<file path="src/rtl/burst_sram_pkg.sv">
package burst_sram_pkg;

  // Low two address bits of beat `count` in a burst that starts at `start`.
  function automatic logic [1:0] beat_low(input logic [1:0] start,
                                          input logic [1:0] count,
                                          input logic       interleave);
    logic [1:0] r;
    if (interleave) r = start ^ count;
    else            r = start + count;
    return r;
  endfunction

  // Write enable of a single lane from the three active-low write inputs.
  function automatic logic lane_write(input logic global_n,
                                      input logic common_n,
                                      input logic byte_n);
    return (!global_n) || (!common_n && !byte_n);
  endfunction

endpackage

</file>
<file path="src/rtl/burst_addr_gen.sv">
module burst_addr_gen
  import burst_sram_pkg::*;
#(
  parameter int ADDR_W = 6
) (
  input  logic              clk,
  input  logic              rst_n,
  input  logic              hold,
  input  logic              start,
  input  logic              chip_en,
  input  logic              adv,
  input  logic              order,
  input  logic [ADDR_W-1:0] addr_in,
  output logic              sel_q,
  output logic              sel_next,
  output logic [1:0]        cnt_q,
  output logic              step,
  output logic [ADDR_W-1:0] rd_addr,
  output logic [ADDR_W-1:0] wr_addr
);
  logic [ADDR_W-1:0] base_q, base_d;
  logic [1:0]        cnt_d;

  assign step = !hold && !start && adv && sel_q;

  always_comb begin
    base_d   = base_q;
    cnt_d    = cnt_q;
    sel_next = sel_q;
    if (start) begin
      base_d   = addr_in;
      cnt_d    = 2'd0;
      sel_next = chip_en;
    end else if (adv && sel_q) begin
      cnt_d = cnt_q + 2'd1;
    end
  end

  always_ff @(posedge clk or negedge rst_n) begin
    if (!rst_n) begin
      base_q <= '0;
      cnt_q  <= 2'd0;
      sel_q  <= 1'b0;
    end else if (!hold) begin
      base_q <= base_d;
      cnt_q  <= cnt_d;
      sel_q  <= sel_next;
    end
  end

  assign rd_addr = {base_q[ADDR_W-1:2], beat_low(base_q[1:0], cnt_q, order)};
  assign wr_addr = {base_d[ADDR_W-1:2], beat_low(base_d[1:0], cnt_d, order)};
endmodule

</file>
<file path="src/rtl/byte_write_decode.sv">
module byte_write_decode
  import burst_sram_pkg::*;
#(
  parameter int LANES = 4
) (
  input  logic             global_n,
  input  logic             common_n,
  input  logic [LANES-1:0] byte_n,
  output logic [LANES-1:0] lane_we
);
  for (genvar l = 0; l < LANES; l++) begin : g_lane
    assign lane_we[l] = lane_write(global_n, common_n, byte_n[l]);
  end
endmodule

</file>
<file path="src/rtl/sram_array.sv">
module sram_array #(
  parameter int ADDR_W = 6,
  parameter int LANES  = 4,
  parameter int LANE_W = 9
) (
  input  logic                    clk,
  input  logic [LANES-1:0]        we,
  input  logic [ADDR_W-1:0]       waddr,
  input  logic [LANES*LANE_W-1:0] wdata,
  input  logic [ADDR_W-1:0]       raddr,
  output logic [LANES*LANE_W-1:0] rdata
);
  localparam int DEPTH = 1 << ADDR_W;

  for (genvar l = 0; l < LANES; l++) begin : g_lane
    logic [LANE_W-1:0] mem [DEPTH];
    always_ff @(posedge clk) begin
      if (we[l]) mem[waddr] <= wdata[l*LANE_W +: LANE_W];
    end
    assign rdata[l*LANE_W +: LANE_W] = mem[raddr];
  end
endmodule

</file>
<file path="src/rtl/burst_sram.sv">
module burst_sram #(
  parameter int ADDR_W = 6,
  parameter int LANES  = 4,
  parameter int LANE_W = 9,
  localparam int DATA_W = LANES * LANE_W
) (
  input  logic              clk,
  input  logic              rst_n,
  input  logic [ADDR_W-1:0] addr_i,
  input  logic              proc_strobe_n,
  input  logic              ctrl_strobe_n,
  input  logic              chip_sel_n,
  input  logic              advance_n,
  input  logic              order_i,
  input  logic              write_n,
  input  logic              global_wr_n,
  input  logic [LANES-1:0]  byte_wr_n,
  input  logic              oe_n,
  input  logic              sleep_i,
  input  logic [DATA_W-1:0] dq_i,
  output logic [DATA_W-1:0] dq_o,
  output logic              dq_en_o
);
  // Named internal events, also used by the bound checker.
  logic              start;
  logic              step;
  logic              sel_q;
  logic              sel_next;
  logic [1:0]        cnt_q;
  logic [ADDR_W-1:0] rd_addr;
  logic [ADDR_W-1:0] wr_addr;
  logic [LANES-1:0]  lane_we;
  logic [LANES-1:0]  lane_commit;
  logic              write_commit;
  logic              wr_q;

  assign start = !proc_strobe_n || !ctrl_strobe_n;

  burst_addr_gen #(.ADDR_W(ADDR_W)) u_addr (
    .clk      (clk),
    .rst_n    (rst_n),
    .hold     (sleep_i),
    .start    (start),
    .chip_en  (!chip_sel_n),
    .adv      (!advance_n),
    .order    (order_i),
    .addr_in  (addr_i),
    .sel_q    (sel_q),
    .sel_next (sel_next),
    .cnt_q    (cnt_q),
    .step     (step),
    .rd_addr  (rd_addr),
    .wr_addr  (wr_addr)
  );

  byte_write_decode #(.LANES(LANES)) u_wdec (
    .global_n (global_wr_n),
    .common_n (write_n),
    .byte_n   (byte_wr_n),
    .lane_we  (lane_we)
  );

  // A write lands only when the block is awake, selected after this edge,
  // and the processor strobe is not low on this edge.
  assign lane_commit  = (!sleep_i && sel_next && proc_strobe_n) ? lane_we : '0;
  assign write_commit = |lane_commit;

  sram_array #(.ADDR_W(ADDR_W), .LANES(LANES), .LANE_W(LANE_W)) u_mem (
    .clk   (clk),
    .we    (lane_commit),
    .waddr (wr_addr),
    .wdata (dq_i),
    .raddr (rd_addr),
    .rdata (dq_o)
  );

  always_ff @(posedge clk or negedge rst_n) begin
    if (!rst_n)        wr_q <= 1'b0;
    else if (!sleep_i) wr_q <= write_commit;
  end

  assign dq_en_o = sel_q && !oe_n && !wr_q && !sleep_i;
endmodule

</file>
<file path="config.mk">
export PLATFORM = sky130hd
export DESIGN_NAME = burst_sram
export DESIGN_NICKNAME = d
export VERILOG_FILES = /design/src/rtl/burst_sram_pkg.sv /design/src/rtl/burst_addr_gen.sv /design/src/rtl/byte_write_decode.sv /design/src/rtl/sram_array.sv /design/src/rtl/burst_sram.sv
export SDC_FILE = /design/constraint.sdc
export NUM_CORES = 2
export LEC_CHECK = 0
export ABC_AREA = 0
export CAP_MARGIN = 30
export CORE_UTILIZATION = 57
export DETAILED_ROUTE_END_ITERATION = 10
export PLACE_DENSITY = 0.72
export RECOVER_POWER = 25
export SYNTH_ARGS = -nofsm -noshare
export SYNTH_HDL_FRONTEND = slang
export SYNTH_SLANG_ARGS = --single-unit
</file>
<file path="constraint.sdc">
create_clock -name clk -period 3.2 [get_ports clk]
set_input_delay 0.64 -clock clk [delete_from_list [all_inputs] [get_ports clk]]
set_output_delay 0.64 -clock clk [all_outputs]
set_load 0.03 [all_outputs]
</file>
Word level (Yosys, flattened, before mapping)
Memories as Yosys holds them, arrays and structs flattened.
Cells that the tools add are included.
{"block": "classes", "n_mul": 0, "n_shift": 0, "n_eq_ne": 0, "muxes": 15, "magnitude_cmp": 0, "addsub": 3, "n_reduce_logical": 29, "div": 0, "bitwise": 2}
{"cell": "1-bit logical NOT", "count": 13}
{"cell": "1-bit logical AND", "count": 10}
{"cell": "1-bit 2-to-1 mux", "count": 9}
{"cell": "2-bit 2-to-1 mux", "count": 4}
{"cell": "6-bit 2-to-1 mux", "count": 1}
{"cell": "1-bit logical OR", "count": 5}
{"cell": "2-bit adder", "count": 2}
{"cell": "4-bit 2-to-1 mux", "count": 1}
{"cell": "4-bit OR reduction", "count": 1}
{"cell": "2-bit XOR", "count": 2}
{"cell": "2-bit by 1-bit adder with 2-bit output (second input constant)", "count": 1}
{"block": "word_totals", "wordCells": 57, "in_bits": 57, "mem_bits_rw": 2304, "out_inout_bits": 37, "mem_bits_ro": 0, "mem_count": 4, "latch_bits": 0, "reg_bits": 10}
{"name": "u_mem.g_lane[0].mem", "depth": 64, "width": 9, "rd": 1, "rd_clocked_by_memory_dff": 0, "wr": 1, "line": "sram_array.sv:16", "rtl": "logic [LANE_W-1:0] mem [DEPTH];"}
{"name": "u_mem.g_lane[1].mem", "depth": 64, "width": 9, "rd": 1, "rd_clocked_by_memory_dff": 0, "wr": 1, "line": "sram_array.sv:16"}
{"name": "u_mem.g_lane[2].mem", "depth": 64, "width": 9, "rd": 1, "rd_clocked_by_memory_dff": 0, "wr": 1, "line": "sram_array.sv:16"}
{"name": "u_mem.g_lane[3].mem", "depth": 64, "width": 9, "rd": 1, "rd_clocked_by_memory_dff": 0, "wr": 1, "line": "sram_array.sv:16"}

Longest topological paths before layout
{"block": "logic_depth", "ltp_word": 8, "ltp_mapped": 11, "depth_no_buf": 8}

Modules after synthesis
A second synthesis with hierarchy kept.
{"block": "unflattened", "cells_unflattened": 4097, "area_unflattened_um2": 89933.8}
{"module": "sram_array", "area_each_um2": 89213.1, "n_inst": 1, "seq_area_each_um2": 69186.4, "cells_per_inst": 4027}
{"module": "burst_addr_gen", "area_each_um2": 604.3, "n_inst": 1, "seq_area_each_um2": 225.2, "cells_per_inst": 54}
{"module": "burst_sram", "area_each_um2": 96.3, "n_inst": 1, "seq_area_each_um2": 25.0, "cells_per_inst": 12}
{"module": "byte_write_decode", "area_each_um2": 20.0, "n_inst": 1, "seq_area_each_um2": 0.0, "cells_per_inst": 4}

Worst setup path before layout
No wires, ideal clock.
{"block": "synth_timing", "path_kind": "reg2out", "start": "register u_addr.cnt_q[0]", "end": "output dq_o[11]", "required_time_ns": 2.560, "n_path_buf": 5, "stages_incl_launch_ff": 11, "path_slack_ns": -0.253, "arrival_ns": 2.813, "path_cell_list": "dfrtp_1 -> ha_1 -> buf_4 -> buf_2 -> buf_2 -> buf_2 -> buf_2 -> nor2_1 -> a32oi_1 -> o211ai_1 -> a32oi_1"}
{"block": "synth_via", "elab_chain_cells": 3, "word_cells_on_any_way": 4, "classes_between": "1 x add/sub; 1 x mux; 1 x bitwise; 1 x memory"}
{"element": "start, declared", "line": "burst_addr_gen.sv:16", "rtl": "output logic [1:0] cnt_q,"}
{"element": "start signal, assigned", "line": "burst_addr_gen.sv:46", "rtl": "cnt_q <= cnt_d;"}
{"element": "2-bit adder / 2-bit XOR (equally long branches)", "line": "burst_sram_pkg.sv:9, burst_sram_pkg.sv:8"}
{"element": "2-bit 2-to-1 mux (*)", "line": "burst_sram_pkg.sv:8", "rtl": "if (interleave) r = start ^ count;"}
{"element": "memory read 64 x 9 bit (*)"}
{"element": "end, declared", "line": "burst_sram.sv:21", "rtl": "output logic [DATA_W-1:0] dq_o,"}
Mark *: on every way between the ends. The rest lies on a longest branch, timed or not.

Final worst setup path
{"block": "layout_timing", "start": "register u_addr.base_q[0]", "end": "output dq_o[1]"}
{"block": "layout_via", "elab_chain_cells": 3, "word_cells_on_any_way": 4, "classes_between": "1 x add/sub; 1 x mux; 1 x bitwise; 1 x memory"}
{"element": "start, declared", "line": "burst_addr_gen.sv:21", "rtl": "logic [ADDR_W-1:0] base_q, base_d;"}
{"element": "start signal, assigned", "line": "burst_addr_gen.sv:45", "rtl": "base_q <= base_d;"}
{"element": "2-bit adder / 2-bit XOR (equally long branches)", "line": "burst_sram_pkg.sv:9, burst_sram_pkg.sv:8"}
{"element": "2-bit 2-to-1 mux (*)", "line": "burst_sram_pkg.sv:8"}
{"element": "memory read 64 x 9 bit (*)"}
Marked as above.

==> reports/metrics.yaml <==
ys_warn_count: 0
syn_avg_cell_area_um2: 16.6
drv_slew: 727
synth_edf_count: 2304
worst_pin_slew_ns: 3.33
finalNetCount: 6708
cts_tree: "done"
drtIter0Drc: 10100
ir_drop_mv: 0.745
port_buffers: 93
grt_pass1_vias: 58200
hold_depth: 1
synth_flop_cell: "edfxtp_1"
rrSetupSlack_ns: -0.11
ioPinCount: 94
p_leak_uw: 0.0391
drtAntennaViolNets: 0
grt_remaining_overflow: 0
grt_first_pass_wirelength_um: 399000
via_count: 60600
rsz0062_at_grt: "yes"
place_congestion: 0.923
grt_use_total_pct: 33.2
critPathArrivalTime_ns: 4.00
cp-end-kind: "output port"
cts-root-buf: "clkbuf_16"
synth.cell_area_um2: 93700
chipWidth_um: 407
cap_violations: 19
holdCritPathClass: "in2reg"
reg2reg_from: "u_addr.base_q[5]"
post-route-period-util_pct: 145
skew_ns: 0.0618
routed_wl_um: 284000
cts_buffer_depth: 3
firstDrtPassIters: 7
pwr_density_cell_nw_per_um2: 639
violations: "max-capacitance violations, max-slew violations, negative setup slack"
crit_type: "reg2out"
worst_hold_slack_ns: 0.157
initial_core_util_pct: 57.5
layout_setup_ws_ns: -1.44
synthArstFlopShare_pct: 0.432
clock_latency_ns: 0.89
route.detailed.drc: 0
placementRows: 148
core_area_um2: 163000
fin_crit_ns: 4.64
startpoint_type: "flop"
yosysSeqAreaShare_pct: 74.1
die_y_um: 407
status: "finished, violations left"
syn2layout_area_growth_pct: 24.3
reg2regPathDepth: 8
via_per_inst: 6.72
fin_tns_setup_ns: -49.46
htreeDepth: 4
worstPathMaxFanout: 6
synth_cell_types: 53
routedWlPerCell_um: 31.6
holdPathEnd: "u_mem.g_lane[0].mem[63][5]"
hold_viol: 0
required_ns: 2.56
grt_antenna_before_repair: 12
synth-seq-cells: 2314
dp.final_hpwl_um: 175000
cts_buffers: 220
min_from: "dq_i[5]"
syn-num-nets: 5694
relSlewSlack_pct: -122
die_area_um2: 166000
synthCells: 5635
cts.clk_slew.worst_paths_ns: 0.06
clock-sinks: 2314
setup_viol: 86
grt_max_degree: 65
r2r_end: "u_mem.g_lane[1].mem[25][5]"
timing.fmax_mhz: 216
drive_above_1_share_pct: 30.7
[cells by family after synthesis]
kind of cell | after synthesis | synth area share, %
AO/OA/AOI/OAI | 679 | 5.05
XOR/XNOR | 9 | 0.147
adder cells (fa/ha/maj) | 2 | 0.0267
buffers and inverters | 419 | 1.93
flip-flops | 2314 | 74.1
multiplexers | 582 | 10.9
AND/OR/NAND/NOR | 1630 | 7.78
[repair_timing]
item                                    CTS  global route
hold buffers                              1             1
pin swaps                                65           112
gates cloned                             22            16
setup buffers                            65            59
resized for setup                       286           216
endpoints found under the hold margin     4             1
endpoints found under the setup margin   36           222
[power breakdown]
group          leakage, uW  internal (uW)  total, uW  switching [uW]
Combinational       0.0149           6920      15700            8750
Clock              0.00337          13900      25300           11400
Sequential          0.0208          33400      33400            44.2
[how the worst max path moves through the flow]
stage | startpoint | endpoint | slack (ns) | cells after the start
floorplan | proc_strobe_n | u_mem.g_lane[2].mem[59][0] | -0.14 | 9
global placement | order_i | dq_o[25] | -1.30 | 13
global route | u_addr.cnt_q[0] | dq_o[1] | -1.46 | 10
CTS | u_addr.base_q[0] | dq_o[12] | -1.38 | 13
detailed placement | order_i | dq_o[25] | -1.26 | 13
finish | u_addr.base_q[0] | dq_o[1] | -1.44 | 10
[critical path, stage by stage, from the launching register on]
cell and delay (ns):
dfrtp_1 0.41, ha_4 0.27, nor2b_4 0.32, xnor2_4 0.22, buf_12 0.21, mux4_2 0.61, or3_4 0.36, o221a_4 0.15
o32a_1 0.22, buf_12 0.16, buf_12 0.13
[area by class of cell]
type / instances / area (um2)
inverters: 4 / 30.0
clock buffers: 280 / 5730
fillers: 9512 / 46600
clock inverters: 123 / 1230
diodes: 4 / 10.0
repair buffers: 1207 / 12800
flip-flops and latches: 2314 / 69400
well taps: 2175 / 2720
multi-input cells: 2902 / 24500
[cell usage after synthesis (34+ instances only)]
master,count,area [um2]
edfxtp_1,2304,69200
nand2_1,707,2650
nor3_1,394,1970
mux4_2,352,7930
nor2_1,279,1050
clkbuf_1,263,987
mux2i_1,225,2250
a21oi_1,163,816
a31oi_1,140,876
nor4_1,132,826
buf_2,100,500
o41ai_1,68,596
o21a_1,66,495
nand3_1,54,270
a32oi_1,43,377
a22oi_1,38,285
o211ai_1,35,263
o221ai_1,34,298
[metal layers]
layer	vias to the layer above	track usage, %	wire length, um	share of wire, %
met2	4885	50.1	130000	46
met1	30200	46.5	102000	36
met5	-	0	28	0.0099
met4	4	14.5	13800	4.9
met3	792	8.18	38000	13
li1	24700	-	-	-
[registers in the layout, indices dropped and copies added (netlist names)]
signal            cells
u_mem.g_lane.mem   2304
u_addr.base_q         6
u_addr.cnt_q          2
u_addr.sel_q          1
wr_q                  1
[cells in the final DEF (no fill, tap or decap), types with 35 or more instances in the layout]
| master | count |
|---|---|
| a21oi_1 | 148 |
| a31oi_1 | 92 |
| buf_12 | 188 |
| buf_4 | 802 |
| buf_6 | 65 |
| clkbuf_1 | 104 |
| clkbuf_16 | 236 |
| clkinv_1 | 44 |
| clkinv_2 | 39 |
| edfxtp_1 | 2304 |
| mux2i_1 | 217 |
| mux4_2 | 352 |
| nand2_1 | 670 |
| nand3_1 | 42 |
| nor2_1 | 264 |
| nor3_1 | 388 |
| nor4_1 | 129 |
| o211ai_1 | 35 |
| o21a_1 | 63 |
[metrics by stage]
step	area [um2]	cells	util, %	setup WS (ns)	power, uW
global route	116000	9009	71.4	-1.46	76100
CTS	115000	8936	70.3	-1.38	73300
detailed placement	105000	8449	64.3	-1.26	47000
global placement	105000	8448	64.3	-1.30	46800
finish	116000	9009	71.4	-1.44	74400
floorplan	93800	5635	-	-0.139	40300
Note: power is estimated with default switching activity, not from simulation.
